## config.mk

```make
export PLATFORM = sky130hd
export DESIGN_NAME = shl_intensity_stage
export DESIGN_NICKNAME = d
export VERILOG_FILES = /design/src/rtl/shl_pkg.sv /design/src/rtl/shl_level_map.sv /design/src/rtl/shl_expand.sv /design/src/rtl/shl_pipe_reg.sv /design/src/rtl/shl_intensity_stage.sv
export SDC_FILE = /design/constraint.sdc
export NUM_CORES = 1
export LEC_CHECK = 0
export BUFFER_PORTS_ARGS = -buffer_cell sky130_fd_sc_hd__clkbuf_2
export CAP_MARGIN = 10
export CORE_UTILIZATION = 44
export CTS_CLUSTER_SIZE = 25
export DETAILED_ROUTE_END_ITERATION = 6
export HOLD_SLACK_MARGIN = 0.15
export PLACE_DENSITY_LB_ADDON = 0.12
export SLEW_MARGIN = 5
export SYNTH_ARGS = -nofsm -noshare
export SYNTH_HDL_FRONTEND = slang
export SYNTH_SLANG_ARGS = --single-unit
```

## constraint.sdc

```tcl
create_clock -name clk -period 1.5 [get_ports clk]
set_clock_uncertainty 0.15 [all_clocks]
set_input_delay 0.225 -clock clk [delete_from_list [all_inputs] [get_ports clk]]
set_output_delay 0.225 -clock clk [all_outputs]
set_load 0.02 [all_outputs]
```

## src/rtl/shl_pkg.sv

```systemverilog
package shl_pkg;
  localparam int CODE_W = 3;
  localparam int LVL_W  = CODE_W + 1;
  localparam int EXP_W  = 2 * LVL_W;
  localparam int NCH    = 3;
  localparam int LVL_MAX = (1 << LVL_W) - 2;

  typedef enum logic [1:0] {
    MODE_NORMAL = 2'b00,
    MODE_SHADOW = 2'b01,
    MODE_HILITE = 2'b10,
    MODE_SPARE  = 2'b11
  } shl_mode_e;
endpackage

```

## src/rtl/shl_level_map.sv

```systemverilog
module shl_level_map
  import shl_pkg::*;
#(
  parameter int IN_W = CODE_W,
  localparam int OUT_W = IN_W + 1
) (
  input  logic [IN_W-1:0]  code,
  input  shl_mode_e        mode,
  output logic [OUT_W-1:0] level
);
  logic [OUT_W-1:0] lv_norm, lv_shad, lv_hili;

  always_comb begin
    lv_norm = {code, 1'b0};
    lv_shad = {1'b0, code};
    lv_hili = {1'b1, code} - OUT_W'(1);
    unique case (mode)
      MODE_SHADOW: level = lv_shad;
      MODE_HILITE: level = lv_hili;
      default:     level = lv_norm;
    endcase
  end
endmodule

```

## src/rtl/shl_expand.sv

```systemverilog
module shl_expand #(
  parameter int IN_W  = 4,
  parameter int OUT_W = 8,
  localparam int SCALE = ((1 << OUT_W) - 1) / ((1 << IN_W) - 1)
) (
  input  logic [IN_W-1:0]  level,
  output logic [OUT_W-1:0] wide
);
  always_comb wide = OUT_W'(level) * OUT_W'(SCALE);
endmodule

```

## src/rtl/shl_pipe_reg.sv

```systemverilog
module shl_pipe_reg #(
  parameter int W = 8
) (
  input  logic         clk,
  input  logic         rst_n,
  input  logic         s_valid,
  output logic         s_ready,
  input  logic [W-1:0] s_data,
  output logic         m_valid,
  input  logic         m_ready,
  output logic [W-1:0] m_data
);
  assign s_ready = !m_valid || m_ready;

  always_ff @(posedge clk) begin
    if (!rst_n) begin
      m_valid <= 1'b0;
      m_data  <= '0;
    end else if (s_valid && s_ready) begin
      m_valid <= 1'b1;
      m_data  <= s_data;
    end else if (m_ready) begin
      m_valid <= 1'b0;
    end
  end

  assert_accept_latency_R6: assert property (@(posedge clk) disable iff (!rst_n)
    (s_valid && s_ready) |=> m_valid);
  assert_drain_R6: assert property (@(posedge clk) disable iff (!rst_n)
    (!s_valid && m_ready) |=> !m_valid);
  assert_stall_hold_R7: assert property (@(posedge clk) disable iff (!rst_n)
    (m_valid && !m_ready) |=> (m_valid && $stable(m_data)));
endmodule

```

## src/rtl/shl_intensity_stage.sv

```systemverilog
module shl_intensity_stage
  import shl_pkg::*;
(
  input  logic              clk,
  input  logic              rst_n,
  input  logic              in_valid,
  output logic              in_ready,
  input  logic [1:0]        in_mode,
  input  logic [CODE_W-1:0] in_r,
  input  logic [CODE_W-1:0] in_g,
  input  logic [CODE_W-1:0] in_b,
  output logic              out_valid,
  input  logic              out_ready,
  output logic [LVL_W-1:0]  out_r,
  output logic [LVL_W-1:0]  out_g,
  output logic [LVL_W-1:0]  out_b,
  output logic [EXP_W-1:0]  out_r8,
  output logic [EXP_W-1:0]  out_g8,
  output logic [EXP_W-1:0]  out_b8
);
  localparam int BEAT_W = NCH * (LVL_W + EXP_W);

  shl_mode_e                      mode_q;
  logic [NCH-1:0][CODE_W-1:0]     code_v;
  logic [NCH-1:0][LVL_W-1:0]      lvl_v;
  logic [NCH-1:0][EXP_W-1:0]      wide_v;
  logic [NCH-1:0][LVL_W-1:0]      lvl_o;
  logic [NCH-1:0][EXP_W-1:0]      wide_o;
  logic [BEAT_W-1:0]              beat_d, beat_q;

  assign mode_q = shl_mode_e'(in_mode);
  assign code_v = {in_b, in_g, in_r};

  for (genvar c = 0; c < NCH; c++) begin : g_chan
    shl_level_map #(.IN_W(CODE_W)) u_map (
      .code (code_v[c]),
      .mode (mode_q),
      .level(lvl_v[c])
    );
    shl_expand #(.IN_W(LVL_W), .OUT_W(EXP_W)) u_exp (
      .level(lvl_v[c]),
      .wide (wide_v[c])
    );
  end

  assign beat_d = {wide_v, lvl_v};

  shl_pipe_reg #(.W(BEAT_W)) u_reg (
    .clk    (clk),
    .rst_n  (rst_n),
    .s_valid(in_valid),
    .s_ready(in_ready),
    .s_data (beat_d),
    .m_valid(out_valid),
    .m_ready(out_ready),
    .m_data (beat_q)
  );

  assign {wide_o, lvl_o} = beat_q;
  assign out_r  = lvl_o[0];
  assign out_g  = lvl_o[1];
  assign out_b  = lvl_o[2];
  assign out_r8 = wide_o[0];
  assign out_g8 = wide_o[1];
  assign out_b8 = wide_o[2];

  assert_level_ceiling_R9: assert property (@(posedge clk) disable iff (!rst_n)
    out_valid |-> (out_r <= LVL_W'(LVL_MAX) && out_g <= LVL_W'(LVL_MAX) && out_b <= LVL_W'(LVL_MAX)));
  assert_wide_nibbles_R5: assert property (@(posedge clk) disable iff (!rst_n)
    out_valid |-> (out_r8 == {out_r, out_r} && out_g8 == {out_g, out_g} && out_b8 == {out_b, out_b}));
  assert_normal_even_R1: assert property (@(posedge clk) disable iff (!rst_n)
    (in_valid && in_ready && in_mode == 2'b00) |=> (!out_r[0] && !out_g[0] && !out_b[0]));
  assert_shadow_low_R2: assert property (@(posedge clk) disable iff (!rst_n)
    (in_valid && in_ready && in_mode == 2'b01) |=> (!out_r[LVL_W-1] && !out_g[LVL_W-1] && !out_b[LVL_W-1]));
  assert_hilite_floor_R3: assert property (@(posedge clk) disable iff (!rst_n)
    (in_valid && in_ready && in_mode == 2'b10) |=> (out_r >= LVL_W'(7) && out_g >= LVL_W'(7) && out_b >= LVL_W'(7)));
  assert_ready_rule_R7: assert property (@(posedge clk) disable iff (!rst_n)
    in_ready == (!out_valid || out_ready));
endmodule

```

# == Word-level counts from Yosys, hierarchy flattened ==
# Cells that the tools add are included.
# totals
memories,0
latch_bits,0
reg_bits,37
out_inout_bits,38
ramBits,0
romBits,0
# op_classes
n_bitwise,0
mul,3
n_reduce_logical,4
div_mod_pow,0
addsub,3
eq_ne,2
order_cmp,0
n_shift,0
mux,5
# ops
cell,count
$mul A4 B5 Y8 const B,3
$pmux W4 S2,3
$sub A4 B1 Y4 const B,3
$eq A2 B1 Y1 const B,1
$eq A2 B2 Y1 const B,1
$mux W1,2
$reduce_bool A2 Y1,1
$logic_and A1 B1 Y1,1
$logic_not A1 Y1,1
$logic_or A1 B1 Y1,1

# == Depth between registers and ports, before layout ==
# depth
depth_word,4
depth_mapped,6
depth_no_buf,6

# == Hierarchy ==
# From an unflattened synthesis, not the netlist that was laid out.
# hier_totals
hier_cells,242
area_unflattened_um2,2092.0
# modules_own_cells
module,cells_each,instances,area_per_inst_um2
shl_pipe_reg,161,1,1517.7
shl_level_map,19,3,131.4
shl_expand,8,3,60.1

# == Least setup slack after synthesis ==
# Ideal clock, no wire load.
# synth_path
path_kind,input to register
startpoint,in in_mode[0]
endpoint,reg u_reg.m_data[17]
path_buffers,1
setup_time_ps,122
required_time_ps,1228
stages,6
path_slack_ps,119
arrival_time_ps,1109
path_cell_list,inv_1 ha_1 buf_2 a221o_2 o21ai_0 o21ai_0
# synth_between
elab_chain_len,3
word_cells_on_any_way,4
classes_between,mul (1); eq/ne (2); mux (1)
# synth_lines
element,line,source
"start, declared",shl_intensity_stage.sv:8,"input logic [1:0] in_mode,"
$eq A2 B2 Y1 or $eq A2 B1 Y1 (tied branches),shl_level_map.sv:17,unique case (mode)
$pmux W4 S2 (*),shl_level_map.sv:17,
$mul A4 B5 Y8 (*),shl_expand.sv:9,always_comb wide = OUT_W'(level) * OUT_W'(SCALE);
"end signal, assigned",shl_pipe_reg.sv:21,m_data <= s_data;
"end, declared",shl_pipe_reg.sv:11,output logic [W-1:0] m_data
# Every way passes the cells marked *; elsewhere a longest branch is shown, timed or not.
# A chain may end at the register's enable or synchronous reset.

# == Worst setup path in the final report ==
# layout_path
startpoint,reg u_reg.m_valid
endpoint,reg u_reg.m_valid
# layout_between
elab_chain_len,4
word_cells_on_any_way,5
classes_between,mux (1); reduce/logical (4)
# layout_lines
element,line,source
"start, declared",shl_pipe_reg.sv:9,"output logic m_valid,"
"start signal, assigned",shl_pipe_reg.sv:17,m_valid <= 1'b0;
"start signal, assigned",shl_pipe_reg.sv:20,m_valid <= 1'b1;
"start signal, assigned",shl_pipe_reg.sv:23,m_valid <= 1'b0;
$logic_not A1 Y1 (*),shl_pipe_reg.sv:13,assign s_ready = !m_valid || m_ready;
$logic_or A1 B1 Y1 (*),shl_pipe_reg.sv:13,
$logic_and A1 B1 Y1 (*),shl_pipe_reg.sv:19,end else if (s_valid && s_ready) begin
$mux W1 or $reduce_bool A2 Y1 (tied branches),n/a,
# Marked as above.

==> flow_summary.ini <==
[status]
status = complete, no violations

[logic_synthesis]
synth_compound_area_share_pct = 23.3
synthFlopType = dfxtp_1
yosys.area_share.simple_pct = 10.7
netlist_area_sq_um = 972
yosysMostFrequentCell = buf_4
netlist-cell-type-count = 28
syn_nets = 137
avgSynthCellArea_sq_um = 8.31
synth-edff-count = 0
yosysWarnings = 0
ys_seq_area_share_pct = 26.8
synth_top_cell_area_share_pct = 26.8
synth_top_family_by_area = buffers and inverters
netlist_instances = 117
postSynth.asyncResetShare_pct = 0
yosysTopAreaCell = dfxtp_1
synthAdderAreaFrac_pct = 6.44
synth_area_leaders = dfxtp_1, buf_4, o21ai_0
synthMuxAreaShare_pct = 3.09
synth_xor_area_share_pct = 0.901
ys_seq_elements = 13
ys_top_cells_by_count = buf_4, o21ai_0, dfxtp_1, inv_1, nand3_1

[place]
placed_cell_area_sq_mm = 0.00112
dpl.hpwl_mm = 1.56
gp_congestion = 0.733
dpl.cell_count = 177
io_buffers = 52

[power_and_ir_drop]
peakVddDrop_v = 0.000378
leakage_nw = 0.675
comb_power_share_pct = 37.8
power_frac_seq_pct = 39.9
intPower_w = 0.000630
switchingPower_w = 0.000368
swShare_pct = 36.9
power.share.clock_pct = 22.3
powerDensity_mw_per_mm2 = 838

[cts]
cts_tree = yes
cts_resized = 0
cts.sinks = 13
cts_buffer_depth = 2
cts-root-buf = clkbuf_4
clkTransAtPathRegs_ps = 80
insertion_delay_ps = 280
cts_made_buffers = 3
cts-htree-levels = 1
postCtsHoldBufs = 4
post_cts_buffers = 0

[detailed_routing]
wl_per_cell_um = 10.6
routed_wl_mm = 1.97
drt-initial-drc-count = 7
ant_nets = 0
routed_via_density = 4.85
dr.pass1.iters = 4
via_count = 898
route.detailed.drc = 0

[floorplan]
die_h_um = 49.0
die-area_sq_mm = 0.00240
die_w_um = 49.0
num_rows = 16
start_util_pct = 48.1
num_io_pins = 53
core_sq_mm = 0.00202

[sta]
setup_viol = 0
relSlewSlack_pct = 74.3
rsz0062_at_grt = no
max_freq_mhz = 730
worst-slew-pin-transition_ps = 386
fin_crit_ps = 1370
final-hold-violation-count = 0
maxSlewViolCount = 0
timing.final.crit_share_pct = 91.4

[setup_path]
cp-start-kind = register
worstPathArrival_ps = 1430
worst-r2r-cell-count = 3
path_max_fanout = 4
required_ps = 1560
end_kind = register
timing_worst_setup_path_type = register to register

[global_route]
antenna_found_initial = 0
grt_max_degree = 15
grt-ovfl-total = 0
grt_pass1_vias = 749
grt_pass1_wl_mm = 3.20
globalRouteTotalUtil_pct = 17.2

[finish]
multi_input_area_sq_um = 432
seq_area_sq_um = 260
diodes = 0
design_area_sq_mm = 0.00119
drive_gt1_share_pct = 45.6
syn_to_final_growth_pct = 22.5
fillers = 197
nNetsFinal = 179
stdcell_count = 185

[job]
maxCapViolations = 0

[worst_hold_path]
hold_depth = 3
hp-class = input pin to register
==> cells by family after synthesis <==
| group | count (synthesis) |
|---|---|
| AO/OA/AOI/OAI | 33 |
| AND/OR/NAND/NOR | 18 |
| multiplexers | 3 |
| XOR/XNOR | 1 |
| flip-flops | 13 |
| adder cells (fa/ha/maj) | 5 |
| buffers and inverters | 44 |
==> critical path: stages (launching register included) <==
cell,delay (ps)
dfxtp_1,380
nand2b_4,70
dlygate4sd3_1,540
a21boi_0,160
==> worst paths after layout <==
check	to	from	slack [ps]
max reg2reg	u_reg.m_valid	u_reg.m_valid	130
min reg2reg	u_reg.m_data[17]	u_reg.m_data[17]	350
min	u_reg.m_data[19]	rst_n	140
max	u_reg.m_valid	u_reg.m_valid	130
==> power groups by stage <==
stage          sequential, W  combinational, W  clock, W
2_1_floorplan       0.000438          0.000262         0
3_3_place_gp        0.000404          0.000368         0
3_5_place_dp        0.000407          0.000371         0
4_1_cts             0.000399          0.000380  0.000229
5_1_grt             0.000403          0.000409  0.000247
6_report            0.000398          0.000378  0.000223
==> per-layer routing <==
layer	vias up	track usage (%)	wire, um
met4	0	5.88	29
met5	-	0	0
met3	5	3.74	93
li1	463	-	-
met2	38	29.9	902
met1	392	20.9	943
==> final cells by class <==
cell class,instances,area share (%)
inverters,13,4.10
flip-flops and latches,13,21.8
repair buffers,68,32.8
clock buffers,4,2.21
well taps,27,2.84
multi-input cells,60,36.2
==> cell usage in the layout, fill, tap and decap left out <==
master,count
a21oi_1,3
nand3_1,7
clkbuf_1,1
a311oi_1,2
clkbuf_4,3
inv_1,13
clkbuf_2,52
o211a_1,3
a31o_1,2
xor2_1,1
a21boi_0,1
dlygate4sd3_1,4
and2_0,1
a221oi_1,1
mux2i_1,3
a221o_2,3
buf_4,12
nand3b_1,2
o22ai_1,3
dfxtp_1,13
nand2b_4,1
nand2_1,4
ha_1,5
nand2_2,1
o31ai_1,1
o21ai_0,14
nor2b_1,2
==> registers in the layout (all words and copies together) (netlist names) <==
name and flops:
u_reg.m_valid 1, u_reg.m_data 12
==> per-stage QoR <==
stage / worst slack (ps) / utilization (%) / power (W) / setup TNS [ps] / hold WS, ps
3_3_place_gp: -72.6 / 55.6 / 0.000772 / -303 / 330
5_1_grt: 47.0 / 58.9 / 0.00106 / 0 / 166
6_report: 130 / 58.9 / 0.000998 / 0 / 142
3_5_place_dp: -87.1 / 55.6 / 0.000778 / -425 / 340
2_1_floorplan: 119 / - / 0.000701 / 0 / 214
4_1_cts: 128 / 58.9 / 0.00101 / 0 / 150
(Power assumes the default switching activity.)
